[config.mk]
export PLATFORM = sky130hd
export DESIGN_NAME = sector_erase_ctl
export DESIGN_NICKNAME = d
export VERILOG_FILES = /design/src/rtl/sec_erase_pkg.sv /design/src/rtl/sec_cmd_decode.sv /design/src/rtl/sec_erase_fsm.sv /design/src/rtl/sec_status_read.sv /design/src/rtl/sector_erase_ctl.sv
export SDC_FILE = /design/constraint.sdc
export NUM_CORES = 1
export LEC_CHECK = 0
export BUFFER_PORTS_ARGS = -buffer_cell sky130_fd_sc_hd__clkbuf_2
export CORE_ASPECT_RATIO = 1.1
export CORE_UTILIZATION = 43
export CTS_CLUSTER_SIZE = 12
export DETAILED_ROUTE_END_ITERATION = 8
export HOLD_SLACK_MARGIN = 0.15
export PLACE_DENSITY_LB_ADDON = 0.08
export SYNTH_ARGS = -nofsm -noshare
export SYNTH_HDL_FRONTEND = slang
export SYNTH_HIERARCHICAL = 1
export SYNTH_SLANG_ARGS = --single-unit
[constraint.sdc]
create_clock -name clk -period 5.6 [get_ports clk]
set_input_delay 0.84 -clock clk [delete_from_list [all_inputs] [get_ports clk]]
set_output_delay 0.84 -clock clk [all_outputs]
set_load 0.02 [all_outputs]
[src/rtl/sec_erase_pkg.sv]
package sec_erase_pkg;

    typedef enum logic [3:0] {
        ST_READ,
        ST_UL1,
        ST_UL2,
        ST_SETUP,
        ST_UL3,
        ST_UL4,
        ST_WIN,
        ST_ERASE,
        ST_PEND,
        ST_SUSP
    } sec_state_e;

    // classification of one bus write
    typedef struct packed {
        logic ul_a;
        logic ul_b;
        logic setup;
        logic erase;
        logic susp;
        logic resume;
    } wr_kind_t;

    localparam logic [7:0] CODE_UL_A   = 8'hAA;
    localparam logic [7:0] CODE_UL_B   = 8'h55;
    localparam logic [7:0] CODE_SETUP  = 8'h80;
    localparam logic [7:0] CODE_ERASE  = 8'h30;
    localparam logic [7:0] CODE_SUSP   = 8'hB0;
    localparam logic [7:0] CODE_RESUME = 8'h30;

    localparam int unsigned UL_ADDR_A = 'h555;
    localparam int unsigned UL_ADDR_B = 'h2AA;

    function automatic logic [7:0] status_byte(input logic t6, input logic dq3, input logic t2);
        return {1'b0, t6, 2'b00, dq3, t2, 2'b00};
    endfunction

    function automatic logic is_busy_state(input sec_state_e s);
        return (s == ST_WIN) || (s == ST_ERASE) || (s == ST_PEND);
    endfunction

endpackage

[src/rtl/sec_cmd_decode.sv]
module sec_cmd_decode
    import sec_erase_pkg::*;
#(
    parameter int unsigned ADDR_W = 11
) (
    input  logic [ADDR_W-1:0] addr,
    input  logic [7:0]        wdata,
    output wr_kind_t          kind
);
    localparam logic [ADDR_W-1:0] A_ADDR = ADDR_W'(UL_ADDR_A);
    localparam logic [ADDR_W-1:0] B_ADDR = ADDR_W'(UL_ADDR_B);

    always_comb begin
        kind.ul_a   = (addr == A_ADDR) && (wdata == CODE_UL_A);
        kind.ul_b   = (addr == B_ADDR) && (wdata == CODE_UL_B);
        kind.setup  = (addr == A_ADDR) && (wdata == CODE_SETUP);
        kind.erase  = (wdata == CODE_ERASE);
        kind.susp   = (wdata == CODE_SUSP);
        kind.resume = (wdata == CODE_RESUME);
    end
endmodule

[src/rtl/sec_erase_fsm.sv]
module sec_erase_fsm
    import sec_erase_pkg::*;
#(
    parameter int unsigned NSEC       = 8,
    parameter int unsigned SEC_W      = 3,
    parameter int unsigned WINDOW_CYC = 10000,
    parameter int unsigned ERASE_CYC  = 20000,
    parameter int unsigned SUSP_LAT   = 7000
) (
    input  logic             clk,
    input  logic             rst,
    input  logic             wr_en,
    input  wr_kind_t         kind,
    input  logic [SEC_W-1:0] sec,
    output sec_state_e       st,
    output logic [NSEC-1:0]  sel_vec
);
    localparam int unsigned WW = $clog2(WINDOW_CYC + 1);
    localparam int unsigned EW = $clog2(ERASE_CYC + 1);
    localparam int unsigned SW = $clog2(SUSP_LAT + 1);
    localparam logic [WW-1:0] WIN_LOAD = WW'(WINDOW_CYC);
    localparam logic [EW-1:0] ERS_LOAD = EW'(ERASE_CYC);
    localparam logic [SW-1:0] SUS_LOAD = SW'(SUSP_LAT);

    logic [WW-1:0]   win_cnt;
    logic [EW-1:0]   ers_cnt;
    logic [SW-1:0]   sus_cnt;
    logic [NSEC-1:0] sec_bit;
    logic            ers_last;

    assign sec_bit  = {{(NSEC-1){1'b0}}, 1'b1} << sec;
    assign ers_last = (ers_cnt == EW'(1));

    always_ff @(posedge clk) begin
        if (rst) begin
            st      <= ST_READ;
            sel_vec <= '0;
            win_cnt <= '0;
            ers_cnt <= '0;
            sus_cnt <= '0;
        end else begin
            case (st)
                ST_READ:  if (wr_en && kind.ul_a) st <= ST_UL1;
                ST_UL1:   if (wr_en) st <= kind.ul_b  ? ST_UL2   : ST_READ;
                ST_UL2:   if (wr_en) st <= kind.setup ? ST_SETUP : ST_READ;
                ST_SETUP: if (wr_en) st <= kind.ul_a  ? ST_UL3   : ST_READ;
                ST_UL3:   if (wr_en) st <= kind.ul_b  ? ST_UL4   : ST_READ;
                ST_UL4: begin
                    if (wr_en) begin
                        if (kind.erase) begin
                            st      <= ST_WIN;
                            sel_vec <= sec_bit;
                            win_cnt <= WIN_LOAD;
                        end else begin
                            st <= ST_READ;
                        end
                    end
                end
                ST_WIN: begin
                    if (wr_en) begin
                        if (kind.erase) begin
                            sel_vec <= sel_vec | sec_bit;
                            win_cnt <= WIN_LOAD;
                        end else if (kind.susp) begin
                            st      <= ST_SUSP;
                            ers_cnt <= ERS_LOAD;
                        end else begin
                            st      <= ST_READ;
                            sel_vec <= '0;
                        end
                    end else if (win_cnt == WW'(1)) begin
                        st      <= ST_ERASE;
                        ers_cnt <= ERS_LOAD;
                    end else begin
                        win_cnt <= win_cnt - WW'(1);
                    end
                end
                ST_ERASE: begin
                    if (ers_last) begin
                        st      <= ST_READ;
                        sel_vec <= '0;
                    end else begin
                        ers_cnt <= ers_cnt - EW'(1);
                        if (wr_en && kind.susp) begin
                            st      <= ST_PEND;
                            sus_cnt <= SUS_LOAD;
                        end
                    end
                end
                ST_PEND: begin
                    if (ers_last) begin
                        st      <= ST_READ;
                        sel_vec <= '0;
                    end else begin
                        ers_cnt <= ers_cnt - EW'(1);
                        if (sus_cnt == SW'(1)) st <= ST_SUSP;
                        else                   sus_cnt <= sus_cnt - SW'(1);
                    end
                end
                ST_SUSP:  if (wr_en && kind.resume) st <= ST_ERASE;
                default:  st <= ST_READ;
            endcase
        end
    end
endmodule

[src/rtl/sec_status_read.sv]
module sec_status_read
    import sec_erase_pkg::*;
#(
    parameter int unsigned NSEC  = 8,
    parameter int unsigned SEC_W = 3
) (
    input  logic             clk,
    input  logic             rst,
    input  logic             rd_en,
    input  sec_state_e       st,
    input  logic [NSEC-1:0]  sel_vec,
    input  logic [SEC_W-1:0] sec,
    input  logic [7:0]       array_data,
    output logic [7:0]       rdata
);
    logic tog6, tog2, hit_sel, show, dq3;

    assign hit_sel = sel_vec[sec];
    assign dq3     = (st == ST_ERASE) || (st == ST_PEND) || (st == ST_SUSP);
    assign show    = rd_en && (is_busy_state(st) || ((st == ST_SUSP) && hit_sel));
    assign rdata   = show ? status_byte(tog6, dq3, tog2) : array_data;

    always_ff @(posedge clk) begin
        if (rst) begin
            tog6 <= 1'b0;
            tog2 <= 1'b0;
        end else if (show) begin
            tog6 <= ~tog6;
            if (hit_sel) tog2 <= ~tog2;
        end
    end
endmodule

[src/rtl/sector_erase_ctl.sv]
module sector_erase_ctl
    import sec_erase_pkg::*;
#(
    parameter int unsigned NSEC       = 8,
    parameter int unsigned ADDR_W     = 11,
    parameter int unsigned WINDOW_CYC = 10000,
    parameter int unsigned ERASE_CYC  = 20000,
    parameter int unsigned SUSP_LAT   = 7000,
    localparam int unsigned SEC_W     = (NSEC > 1) ? $clog2(NSEC) : 1
) (
    input  logic              clk,
    input  logic              rst,
    input  logic              wr_en,
    input  logic              rd_en,
    input  logic [ADDR_W-1:0] addr,
    input  logic [SEC_W-1:0]  sec,
    input  logic [7:0]        wdata,
    input  logic [7:0]        array_data,
    output logic [7:0]        rdata,
    output logic              busy,
    output logic [NSEC-1:0]   sel_vec
);
    wr_kind_t   kind;
    sec_state_e st;

    sec_cmd_decode #(.ADDR_W(ADDR_W)) u_dec (
        .addr  (addr),
        .wdata (wdata),
        .kind  (kind)
    );

    sec_erase_fsm #(
        .NSEC(NSEC), .SEC_W(SEC_W), .WINDOW_CYC(WINDOW_CYC),
        .ERASE_CYC(ERASE_CYC), .SUSP_LAT(SUSP_LAT)
    ) u_fsm (
        .clk     (clk),
        .rst     (rst),
        .wr_en   (wr_en),
        .kind    (kind),
        .sec     (sec),
        .st      (st),
        .sel_vec (sel_vec)
    );

    sec_status_read #(.NSEC(NSEC), .SEC_W(SEC_W)) u_stat (
        .clk        (clk),
        .rst        (rst),
        .rd_en      (rd_en),
        .st         (st),
        .sel_vec    (sel_vec),
        .sec        (sec),
        .array_data (array_data),
        .rdata      (rdata)
    );

    assign busy = is_busy_state(st);
endmodule

# Yosys cells after proc, flatten, opt, wreduce, memory -nomap -nowiden
# Cells that the tools add are included.
# Widths: inputs -> output; s select.
# word_totals
register_bits,56
inputBits,34
word_cells,128
# op_classes
add_sub_neg,3
magnitude_cmp,1
n_eq_ne,41
shifts,1
n_mux,47
bitwise,3
n_reduce_logical,25
# ops
operator,n
$mux 15,5
$mux 4,15
$mux 14,4
$mux 8,7
$mux 13,4
$pmux 4 s10,1
$pmux 15 s2,1
$pmux 14 s2,1
$pmux 13 s2,1
$eq 8x8->1 const B,3
$pmux 8 s3,1
$ne 2x2->1 const B,10
$eq 4x3->1 const B,4
$eq 15x1->1 const B,1
$sub 15x1->15 const B,1
$eq 14x1->1 const B,1
$sub 14x1->14 const B,1
$eq 13x1->1 const B,1
$sub 13x1->13 const B,1
$eq 11x10->1 const B,1
$eq 11x11->1 const B,1
$reduce_and 11->1,1
$ne 2x1->1 const B,5
$reduce_and 5->1,2
other kinds (25),48

# Logic depth before layout (Yosys ltp)
# Gate-level depths: netlist (run 1).
# logic_depth
depth_word,6
mapped_depth,12

# Modules after synthesis
# The synthesis (run 1) kept the hierarchy.
# modules_own_cells
module,n_inst,cells_per_inst,area_each_um2
sec_erase_fsm,1,401,3205.6
sec_status_read,1,53,390.4
sec_cmd_decode,1,22,167.7
sector_erase_ctl,1,3,18.8

# Least setup slack after synthesis (run 1)
# OpenSTA, ideal clock, no wires.
# synth_path
kind,input to output
startpoint,in sec[0]
endpoint,out rdata[0]
t_arrival_ns,2.125
required_ns,4.760
slack_ns,2.635
stages,4
path_buffers,0
cell_sequence,mux2_2 > o22ai_2 > o21ai_1 > a21boi_0
# synth_between
elab_chain_cells,6
# synth_rtl
element,line,rtl
"start, declared",sector_erase_ctl.sv:16,"input logic [SEC_W-1:0] sec,"
$bmux 1 s3,sec_status_read.sv:18,assign hit_sel = sel_vec[sec];
$mux 1 (implied by the code),sec_status_read.sv:18,
$logic_and 1x1->1,sec_status_read.sv:20,assign show = rd_en && (is_busy_state(st) || ((st == ST_SUSP) && hit_sel));
$logic_or 1x1->1,sec_status_read.sv:20,
$logic_and 1x1->1,sec_status_read.sv:20,
$mux 8,sec_status_read.sv:21,"assign rdata = show ? status_byte(tog6, dq3, tog2) : array_data;"
"end, declared",sector_erase_ctl.sv:19,"output logic [7:0] rdata,"
# No other way between the ends. The select of a mux whose other input is x is not followed.

# Worst setup path after layout (run 1)
# layout_path
startpoint,reg u_fsm.st[1]
endpoint,out rdata[2]
# layout_between
elab_chain_cells,6
# layout_rtl
element,line,rtl
"start, declared",sec_erase_fsm.sv:15,"output sec_state_e st,"
"start signal, assigned",sec_erase_fsm.sv:44,ST_UL1: if (wr_en) st <= kind.ul_b ? ST_UL2 : ST_READ;
"start signal, assigned",sec_erase_fsm.sv:45,ST_UL2: if (wr_en) st <= kind.setup ? ST_SETUP : ST_READ;
"start signal, assigned",sec_erase_fsm.sv:46,ST_SETUP: if (wr_en) st <= kind.ul_a ? ST_UL3 : ST_READ;
$eq 4x3->1,sec_erase_pkg.sv:41,return (s == ST_WIN) || (s == ST_ERASE) || (s == ST_PEND);
$logic_or 1x1->1 (2 in series),sec_erase_pkg.sv:41,
$logic_or 1x1->1 *,sec_status_read.sv:20,
$logic_and 1x1->1 *,sec_status_read.sv:20,
$mux 8 *,sec_status_read.sv:21,
# Mark *: on every way between the ends. The rest lies on a longest branch, timed or not.

==> out/results.ini, run 1 <==
[clocking]
postCtsHoldBufs = 0
insertion_delay_ns = 0.31
path_clk_slew_ns = 0.10
cts-root-buf = clkbuf_8
cts_setup_buffers = 0
cts_max_path_buffers = 2
cts_tree = done
post_cts_resized = 0
cts_buffers = 5
cts.htree.levels = 2
clkSinkCount = 56

[floorplan]
rows = 35
ios = 51
die_area_um2 = 9176
start_util_pct = 44.75
die_y_um = 100.4
core_area_um2 = 8452
die_x_um = 91.43

[setup_path]
max_stage_delay_ns = 0.89
cpLargestDelayFamily = simple AND/OR/NAND/NOR gates
critPathMaxFanout = 30
worst_path_max_delay_cell = dfxtp_1
cp_cell_sequence = and3b_1, o21ai_1, or4_1, nand3_1, clkbuf_2
path_buf_inv = 1
endpoint_kind = primary output
cp.arrival_ns = 2.47
path_class = reg2out
required_ns = 4.76
critPathLaunchType = register

[synthesis]
yosysSeqAreaShare_pct = 29.64
synth_cell_types = 64
synth_edf_count = 0
ys_ff_latch = 56
synth-main-ff-cell = dfxtp_1
avgSynthCellArea_um2 = 7.896
syn_inst = 479
syn_nets = 519
syn_area_um2 = 3782
async_flop_share_pct = 0
ys_warn_count = 6

[detailed_routing]
top_layer = met4
wl_met3_um = 385
first_iter_violations = 250
drt-met1-wl_um = 4659
wl_met2_um = 4476
avgRoutedWirePerCell_um = 15.26
postRouteAntennaNets = 0
vias = 3894
drc = 0
totalWireLength_um = 9600
firstDrtPassIters = 5
routed_via_density = 6.191

[placement]
gp_congestion = 0.8792
dp.cells = 621
io_buffers = 50
dp_slack_ns = 2.457
place_area_um2 = 4108
dp_hpwl_um = 6927

[sta]
rsz0062_at_grt = false
tns_ns = 0
setup_viol = 0
slew_viol_final = 0
fin_crit_ns = 3.315
period_share_pct = 59.19
relSlewSlack_pct = 28.46
layout_setup_ws_ns = 2.285
worst_pin_slew_ns = 1.072
timing_hold_violations_final = 0
fmax_mhz = 301.7
finalClockSkew_ns = 0.007030

[finish]
area_growth_pct = 11.54
fin_nets = 557
drive_gt1_share_pct = 15.25
final_area_um2 = 4219
instances_no_fill = 629
n_antenna_cell = 0

[global_routing]
grt_start_max_net_pins = 39
antenna_found_initial = 0
grt_pass1_wl_um = 16250
grt_use_total_pct = 21.37
grt_pass1_vias = 3401
overflow = 0

[run_status]
outcome = complete, no violations

[min_path]
hold_path_class = reg2reg

[power_and_ir_drop]
p_leak_nw = 1.510
powerDensity_nw_per_um2 = 170.1
vdd_drop_max_v = 0.0001191

[run]
cap_viol_max_count = 0

final cells by class:
cell class / count / area, µm²
tap: 111 / 138.9
clock buffer: 5 / 68.82
timing repair buffer: 52 / 265.3
clock inverter: 3 / 42.54
multi-input combinational: 382 / 2507
sequential: 56 / 1121
fill: 823 / 4233
inverter: 20 / 75.07
synth_stat cells, types with 3 or more instances:
library cell / number / share of area [%]
a211oi_1: 3 / 0.60
a21boi_0: 7 / 1.4
a21oi_1: 36 / 4.8
a2bb2oi_1: 4 / 0.93
a311oi_1: 9 / 2.1
a31oi_1: 13 / 2.2
and4_1: 3 / 0.69
and4b_1: 3 / 0.79
and4bb_2: 3 / 0.99
clkbuf_1: 18 / 1.8
dfxtp_1: 56 / 30
ha_1: 6 / 2.0
inv_1: 19 / 1.9
mux2i_1: 7 / 1.9
nand2_1: 40 / 4.0
nand2b_1: 6 / 0.99
nand3_1: 15 / 2.0
nand3b_1: 4 / 0.79
nand4_1: 11 / 1.8
nand4b_1: 7 / 1.6
nor2_1: 30 / 3.0
nor2b_1: 7 / 1.2
nor3_1: 13 / 1.7
nor3b_1: 4 / 0.79
nor4_1: 9 / 1.5
nor4b_1: 4 / 0.93
o211ai_1: 3 / 0.60
o21a_1: 4 / 0.79
o21ai_0: 20 / 2.6
o21ai_1: 3 / 0.40
o22ai_1: 4 / 0.66
o2bb2ai_1: 7 / 1.6
o31ai_1: 17 / 3.4
o41ai_1: 5 / 1.2
or3_1: 10 / 1.7
or4_1: 27 / 5.4
per-stage QoR:
step | utilization (%) | total power [mW] | hold slack, ns
detailed placement | 48.60 | 0.4597 | 0.4747
global placement | 48.60 | 0.4589 | 0.4675
global route | 49.92 | 0.7518 | 0.5108
finish | 49.92 | 0.7179 | 0.4871
CTS | 49.92 | 0.7302 | 0.4901
floorplan | - | 0.4344 | 0.4458
power breakdown:
| part | leakage (nW) | switching (mW) | internal (mW) | total (mW) |
|---|---|---|---|---|
| Sequential | 0.451 | 0.000000292 | 0.398 | 0.398 |
| Combinational | 1.01 | 0.0325 | 0.0198 | 0.0523 |
| Clock | 0.0541 | 0.135 | 0.133 | 0.268 |
| Total | 1.51 | 0.168 | 0.550 | 0.718 |
kinds of logic (layout without fill, tap and decap cells):
group / count (synthesis) / in the layout / share of synthesized area (%)
buffers and inverters: 41 / 80 / 4.234
AND/OR/NAND/NOR: 216 / 216 / 34.70
adder cells (fa/ha/maj): 6 / 6 / 1.985
XOR/XNOR: 2 / 2 / 0.4632
AO/OA/AOI/OAI: 149 / 149 / 26.53
multiplexers: 9 / 9 / 2.448
flip-flops: 56 / 56 / 29.64
final timing paths:
kind / from / end / slack (ns) / depth (start not counted)
worst max register to register: u_fsm/st[3] / u_fsm/ers_cnt[14] / 2.56 / 5
worst min register to register: u_fsm/win_cnt[13] / u_fsm/win_cnt[13] / 0.49 / 2
worst max-delay path: u_fsm/st[1] / rdata[2] / 2.29 / 5
worst min-delay path: u_fsm/win_cnt[13] / u_fsm/win_cnt[13] / 0.49 / 2
sequential cells by signal, summed over array words and instances (netlist names):
name and flops:
u_fsm/st 4, u_fsm/sus_cnt 13, u_fsm/win_cnt 14, u_stat/tog6 1
u_fsm/sel_vec 8, u_stat/tog2 1, u_fsm/ers_cnt 15
placed cells by master, fill, tap and decap left out, drive strengths merged, types with 11 or more instances in the layout:
master and count:
nor3 15, inv 19, or3 13, o21ai 23
nand3 15, o31ai 17, a31oi 13, dfxtp 56
nand4 11, or4 28, clkbuf 55, nand2 40
nor2 30, a21oi 36
worst reg2reg max path, cell delays in order (launching register included):
cell and delay (ns):
dfxtp_1 0.75, nor4b_1 0.79, nor2_1 0.21, a2bb2oi_2 0.36, or4b_2 0.69, a31oi_1 0.17
metal layers:
metal	track usage, %	up-vias
met5	0	-
met3	4.015	6
li1	-	1967
met4	5.495	0
met1	28.62	1837
met2	35.34	84
Power figures use the tool's default switching activity.
==> run 2: changes to the inputs <==
==> constraint.sdc (replaced) <==
create_clock -name clk -period 3.2 [get_ports clk]
set_input_delay 0.48 -clock clk [delete_from_list [all_inputs] [get_ports clk]]
set_output_delay 0.48 -clock clk [all_outputs]
set_load 0.02 [all_outputs]
==> run 2 against run 1 <==
  * Core utilization is 0.89 points higher
  * Design area is 1.8% higher
  * Final cell count is 1.6% higher
  * Largest power group unchanged
  * Setup slack worse by 1.8 ns
  * Largest cell class unchanged
  * Register-to-register slack worse by 2.1 ns
  * Count of clock-buffer cells in the layout is 1 higher
  * Clock power is 77% higher
==> out/results.ini, run 2 (synthesis gave the netlist of run 1 again) <==
[clocking]
cts_max_path_buffers = 2
cts-root-buf = clkbuf_8
postCtsHoldBufs = 0
cts_tree = done
path_clk_slew_ns = 0.10
post_cts_resized = 0
clkSinkCount = 56
insertion_delay_ns = 0.31
cts_buffers = 5
cts.htree.levels = 2
cts_setup_buffers = 0

[sta]
finalClockSkew_ns = 0.009920
timing_hold_violations_final = 0
slew_viol_final = 0
tns_ns = 0
fmax_mhz = 361.8
fin_crit_ns = 2.764
layout_setup_ws_ns = 0.4357
worst_pin_slew_ns = 0.8844
setup_viol = 0
period_share_pct = 86.38
relSlewSlack_pct = 41.04
rsz0062_at_grt = false

[floorplan]
rows = 35
ios = 51
core_area_um2 = 8452
die_x_um = 91.43
start_util_pct = 44.75
die_area_um2 = 9176
die_y_um = 100.4

[min_path]
hold_path_class = reg2reg
worstHoldStart = u_fsm/win_cnt[13]

[run_status]
outcome = complete, no violations

[global_routing]
grt_use_total_pct = 21.68
grt_start_max_net_pins = 34
grt_pass1_wl_um = 16570
antenna_found_initial = 0
overflow = 0
grt_pass1_vias = 3558

[setup_path]
endpoint_kind = register
worstReg2RegEnd = u_fsm/sus_cnt[9]
timing.rr.start = u_fsm/ers_cnt[2]
critPathMaxFanout = 13
reg2reg_depth = 5
reg2reg_slack_ns = 0.44
required_ns = 3.45
critPathLaunchType = register
cp.arrival_ns = 3.02
crit_path_end = u_fsm/sus_cnt[9]
cp-startpoint = u_fsm/ers_cnt[2]
path_class = reg2reg

[power_and_ir_drop]
vdd_drop_max_v = 0.0001761
total_power_mw = 1.267
p_leak_nw = 1.561
powerDensity_nw_per_um2 = 295.0

[detailed_routing]
drc = 0
firstDrtPassIters = 4
totalWireLength_um = 9795
vias = 3959
postRouteAntennaNets = 0
avgRoutedWirePerCell_um = 15.33
routed_via_density = 6.196
first_iter_violations = 223

[finish]
reg.largest.list = u_fsm/ers_cnt: 15 flops, u_fsm/win_cnt: 14 flops, u_fsm/sus_cnt: 13 flops
max_flop_register = u_fsm/ers_cnt
final_cell_mix = dfxtp_1 (56), clkbuf_2 (50), nand2_1 (40)
n_antenna_cell = 0
fill_cells = 829
layout_commonest_cell = dfxtp_1
drive_gt1_share_pct = 16.67
largest_register_ffs = 15
area_growth_pct = 13.53
fin_nets = 567

[placement]
io_buffers = 50
dp_hpwl_um = 7157
dp_slack_ns = 0.4934
gp_congestion = 0.8867

[run]
cap_viol_max_count = 0

-- run 2: cell types whose count changed in the layout (fill, tap and decap cells not counted), sizes merged --
cell and delta:
buf +10, clkbuf +1, clkinv -1, clkinvlp -1
inv +1
-- run 2: stage by stage --
step           cell area, µm²  util (%)  cells  hold WS (ns)
2_1_floorplan            3782         -    479        0.4458
3_3_place_gp             4183     49.49    631        0.4602
3_5_place_dp             4183     49.49    631        0.4703
4_1_cts                  4294     50.81    639        0.4887
5_1_grt                  4294     50.81    639        0.5063
6_report                 4294     50.81    639        0.4863
-- run 2: how the worst min path moves through the flow --
stage	to	slack (ns)	cells after the start
4_1_cts	u_fsm/ers_cnt[13]	0.49	2
5_1_grt	u_fsm/ers_cnt[13]	0.51	2
6_report	u_fsm/win_cnt[13]	0.49	2
3_3_place_gp	u_stat/tog2	0.46	2
2_1_floorplan	u_stat/tog2	0.45	2
3_5_place_dp	u_fsm/ers_cnt[13]	0.47	2
-- run 2: worst max-delay path, stage by stage, from the launching register on --
cell and delay (ns):
dfxtp_1 0.35, nor4_1 0.72, nand4_1 0.44, a21oi_1 0.81, o31ai_1 0.21, a31oi_1 0.18
-- run 2: per-layer routing --
| metal | part of all wire [%] | track usage (%) |
|---|---|---|
| met2 | 48 | 38.92 |
| met1 | 48 | 27.71 |
| met4 | 0.71 | 4.518 |
| met3 | 3.2 | 2.879 |
| met5 | 0 | 0 |
-- run 2: final cells by class --
| class | instances | area [µm²] | share of cell area (%) |
|---|---|---|---|
| Timing Repair Buffer | 62 | 340.3 | 7.925 |
| Clock buffer | 6 | 72.57 | 1.690 |
| Sequential cell | 56 | 1121 | 26.11 |
| Inverter | 20 | 75.07 | 1.748 |
| Clock inverter | 2 | 38.79 | 0.9033 |
| Tap cell | 111 | 138.9 | 3.234 |
| Multi-Input combinational cell | 382 | 2507 | 58.39 |
-- run 2: where the power goes --
group / switching, mW / total (mW) / leakage [nW] / internal, mW
Combinational: 0.0586 / 0.0947 / 1.05 / 0.0361
Clock: 0.238 / 0.475 / 0.0558 / 0.237
Sequential: 0.000000473 / 0.696 / 0.451 / 0.696
Total: 0.297 / 1.27 / 1.56 / 0.970
==> run 3: changes to the inputs <==
--- a/config.mk
+++ b/config.mk
@@ -8,6 +8,7 @@
 export BUFFER_PORTS_ARGS = -buffer_cell sky130_fd_sc_hd__clkbuf_2
 export CORE_ASPECT_RATIO = 1.1
 export CORE_UTILIZATION = 43
+export CTS_BUF_LIST = sky130_fd_sc_hd__clkbuf_16
 export CTS_CLUSTER_SIZE = 12
 export DETAILED_ROUTE_END_ITERATION = 8
 export HOLD_SLACK_MARGIN = 0.15
==> run 3 against run 2 <==
  * Setup slack improved by 0.027 ns
  * Register-to-register slack better by 0.03 ns
  * Sequential share of layout area is 0.34 points lower
  * Count of clock-buffer cells in the layout down 1
  * Via count grew 0.18%
  * Final cell count unchanged
  * Sequential power about the same
  * Design area increased by 1.3%
  * First-iteration DRC count down 19%
==> out/results.ini, run 3 (synthesis gave the netlist of run 1 again) <==
[power_and_ir_drop]
switching_share_pct = 22.44
p_switching_uw = 318.9
seqPwrFrac_pct = 49.0
intPower_mw = 1.102
p_comb_share_pct = 6.7
powerDensity_nw_per_um2 = 326.7
total_power_mw = 1.421
clkPwrFrac_pct = 44.4
vdd_drop_max_v = 0.0002422
p_leak_nw = 1.591

[global_routing]
antenna_found_initial = 0
grt_pass1_vias = 3568
grt_use_total_pct = 21.73
grt_pass1_wl_um = 16590
grt_start_max_net_pins = 34
overflow = 0

[clocking]
insertion_delay_ns = 0.29
cts-root-buf = clkbuf_16
cts_buffers = 5
cts_setup_buffers = 0
postCtsHoldBufs = 0
path_clk_slew_ns = 0.07
cts.htree.levels = 2
cts_max_path_buffers = 2
cts_tree = done
clkSinkCount = 56
post_cts_resized = 0

[run_status]
outcome = complete, no violations

[sta]
fmax_mhz = 365.3
rsz0062_at_grt = false
setup_viol = 0
fin_crit_ns = 2.737
slew_viol_final = 0
period_share_pct = 85.54
relSlewSlack_pct = 42.98
tns_ns = 0
finalClockSkew_ns = 0.007692
timing_hold_violations_final = 0
worst_pin_slew_ns = 0.8553

[setup_path]
cp.arrival_ns = 2.97
critPathMaxFanout = 13
reg2reg_slack_ns = 0.46
timing.rr.start = u_fsm/ers_cnt[2]
endpoint_kind = register
path_class = reg2reg
reg2reg_depth = 5
critPathLaunchType = register
required_ns = 3.43
worstReg2RegEnd = u_fsm/sus_cnt[9]

[placement]
dp.cells = 631
dp_hpwl_um = 7157
place_area_um2 = 4183
io_buffers = 50
gp_congestion = 0.8867

[finish]
layout_commonest_cell = dfxtp_1
fin_nets = 567
drive_gt1_share_pct = 16.67
final_area_um2 = 4350
area_growth_pct = 15.02
final_cell_mix = dfxtp_1 (56), clkbuf_2 (50), nand2_1 (40)
largest_register_ffs = 15
instances_no_fill = 639
n_antenna_cell = 0
postLayoutCoreUtil_pct = 51.47
max_flop_register = u_fsm/ers_cnt
reg.largest.list = u_fsm/ers_cnt: 15 flops, u_fsm/win_cnt: 14 flops, u_fsm/sus_cnt: 13 flops
fill_cells = 818

[floorplan]
die_x_um = 91.43
die_area_um2 = 9176
die_y_um = 100.4
ios = 51
core_area_um2 = 8452
rows = 35
start_util_pct = 44.75

[detailed_routing]
first_iter_violations = 180
routed_via_density = 6.207
wl_met2_um = 4758
vias = 3966
avgRoutedWirePerCell_um = 15.39
top_layer = met4
wl_met3_um = 366
drc = 0
postRouteAntennaNets = 0
firstDrtPassIters = 4
totalWireLength_um = 9832
drt-met1-wl_um = 4633

[min_path]
hold_path_end = u_fsm/ers_cnt[13]
hold_path_depth = 2
worstHoldStart = u_fsm/ers_cnt[13]
hold_path_class = reg2reg

[run]
cap_viol_max_count = 0

run 3: changes by cell type in the layout (fill, tap and decap cells not counted), sizes merged:
cell / delta
clkbuf: -1
inv: +1
run 3: worst max-delay path: stages (launching register included):
cell     delay (ns)
dfxtp_1        0.34
nor4_1         0.72
nand4_1        0.43
a21oi_1        0.79
o31ai_1        0.20
a31oi_1        0.18
run 3: cell type report:
type	instances	area, µm²	area share, %
flip-flops and latches	56	1121	25.77
inverters	20	75.07	1.726
clock buffers	5	125.1	2.876
multi-input cells	382	2507	57.64
clock inverters	3	42.54	0.9779
repair buffers	62	340.3	7.823
well taps	111	138.9	3.192
run 3: worst max-delay path by stage:
stage	startpoint	to
6_report	u_fsm/ers_cnt[2]	u_fsm/sus_cnt[9]
5_1_grt	u_fsm/ers_cnt[2]	u_fsm/sus_cnt[9]
4_1_cts	u_fsm/ers_cnt[2]	u_fsm/sus_cnt[9]
3_5_place_dp	u_fsm/ers_cnt[2]	u_fsm/sus_cnt[9]
3_3_place_gp	wdata[0]	u_fsm/sus_cnt[9]
2_1_floorplan	u_fsm/ers_cnt[6]	u_fsm/ers_cnt[13]
run 3: routing by layer:
metal  up-vias  GRT usage (%)
met3         6          3.106
li1       1985              -
met2        66          38.52
met5         -              0
met4         0          4.640
met1      1909          27.99
run 3: power by group through the flow:
stage / clock, mW / combinational (mW) / sequential, mW
2_1_floorplan: 0 / 0.0477 / 0.713
3_3_place_gp: 0 / 0.0927 / 0.713
3_5_place_dp: 0 / 0.0945 / 0.713
4_1_cts: 0.639 / 0.0948 / 0.696
5_1_grt: 0.672 / 0.104 / 0.696
6_report: 0.631 / 0.0947 / 0.696
run 3: stage by stage:
step	worst slack [ns]	hold WS, ns
floorplan	0.8389	0.4458
global placement	0.5707	0.4602
detailed placement	0.4934	0.4703
CTS	0.4751	0.4840
global route	0.2284	0.5005
finish	0.4628	0.4826
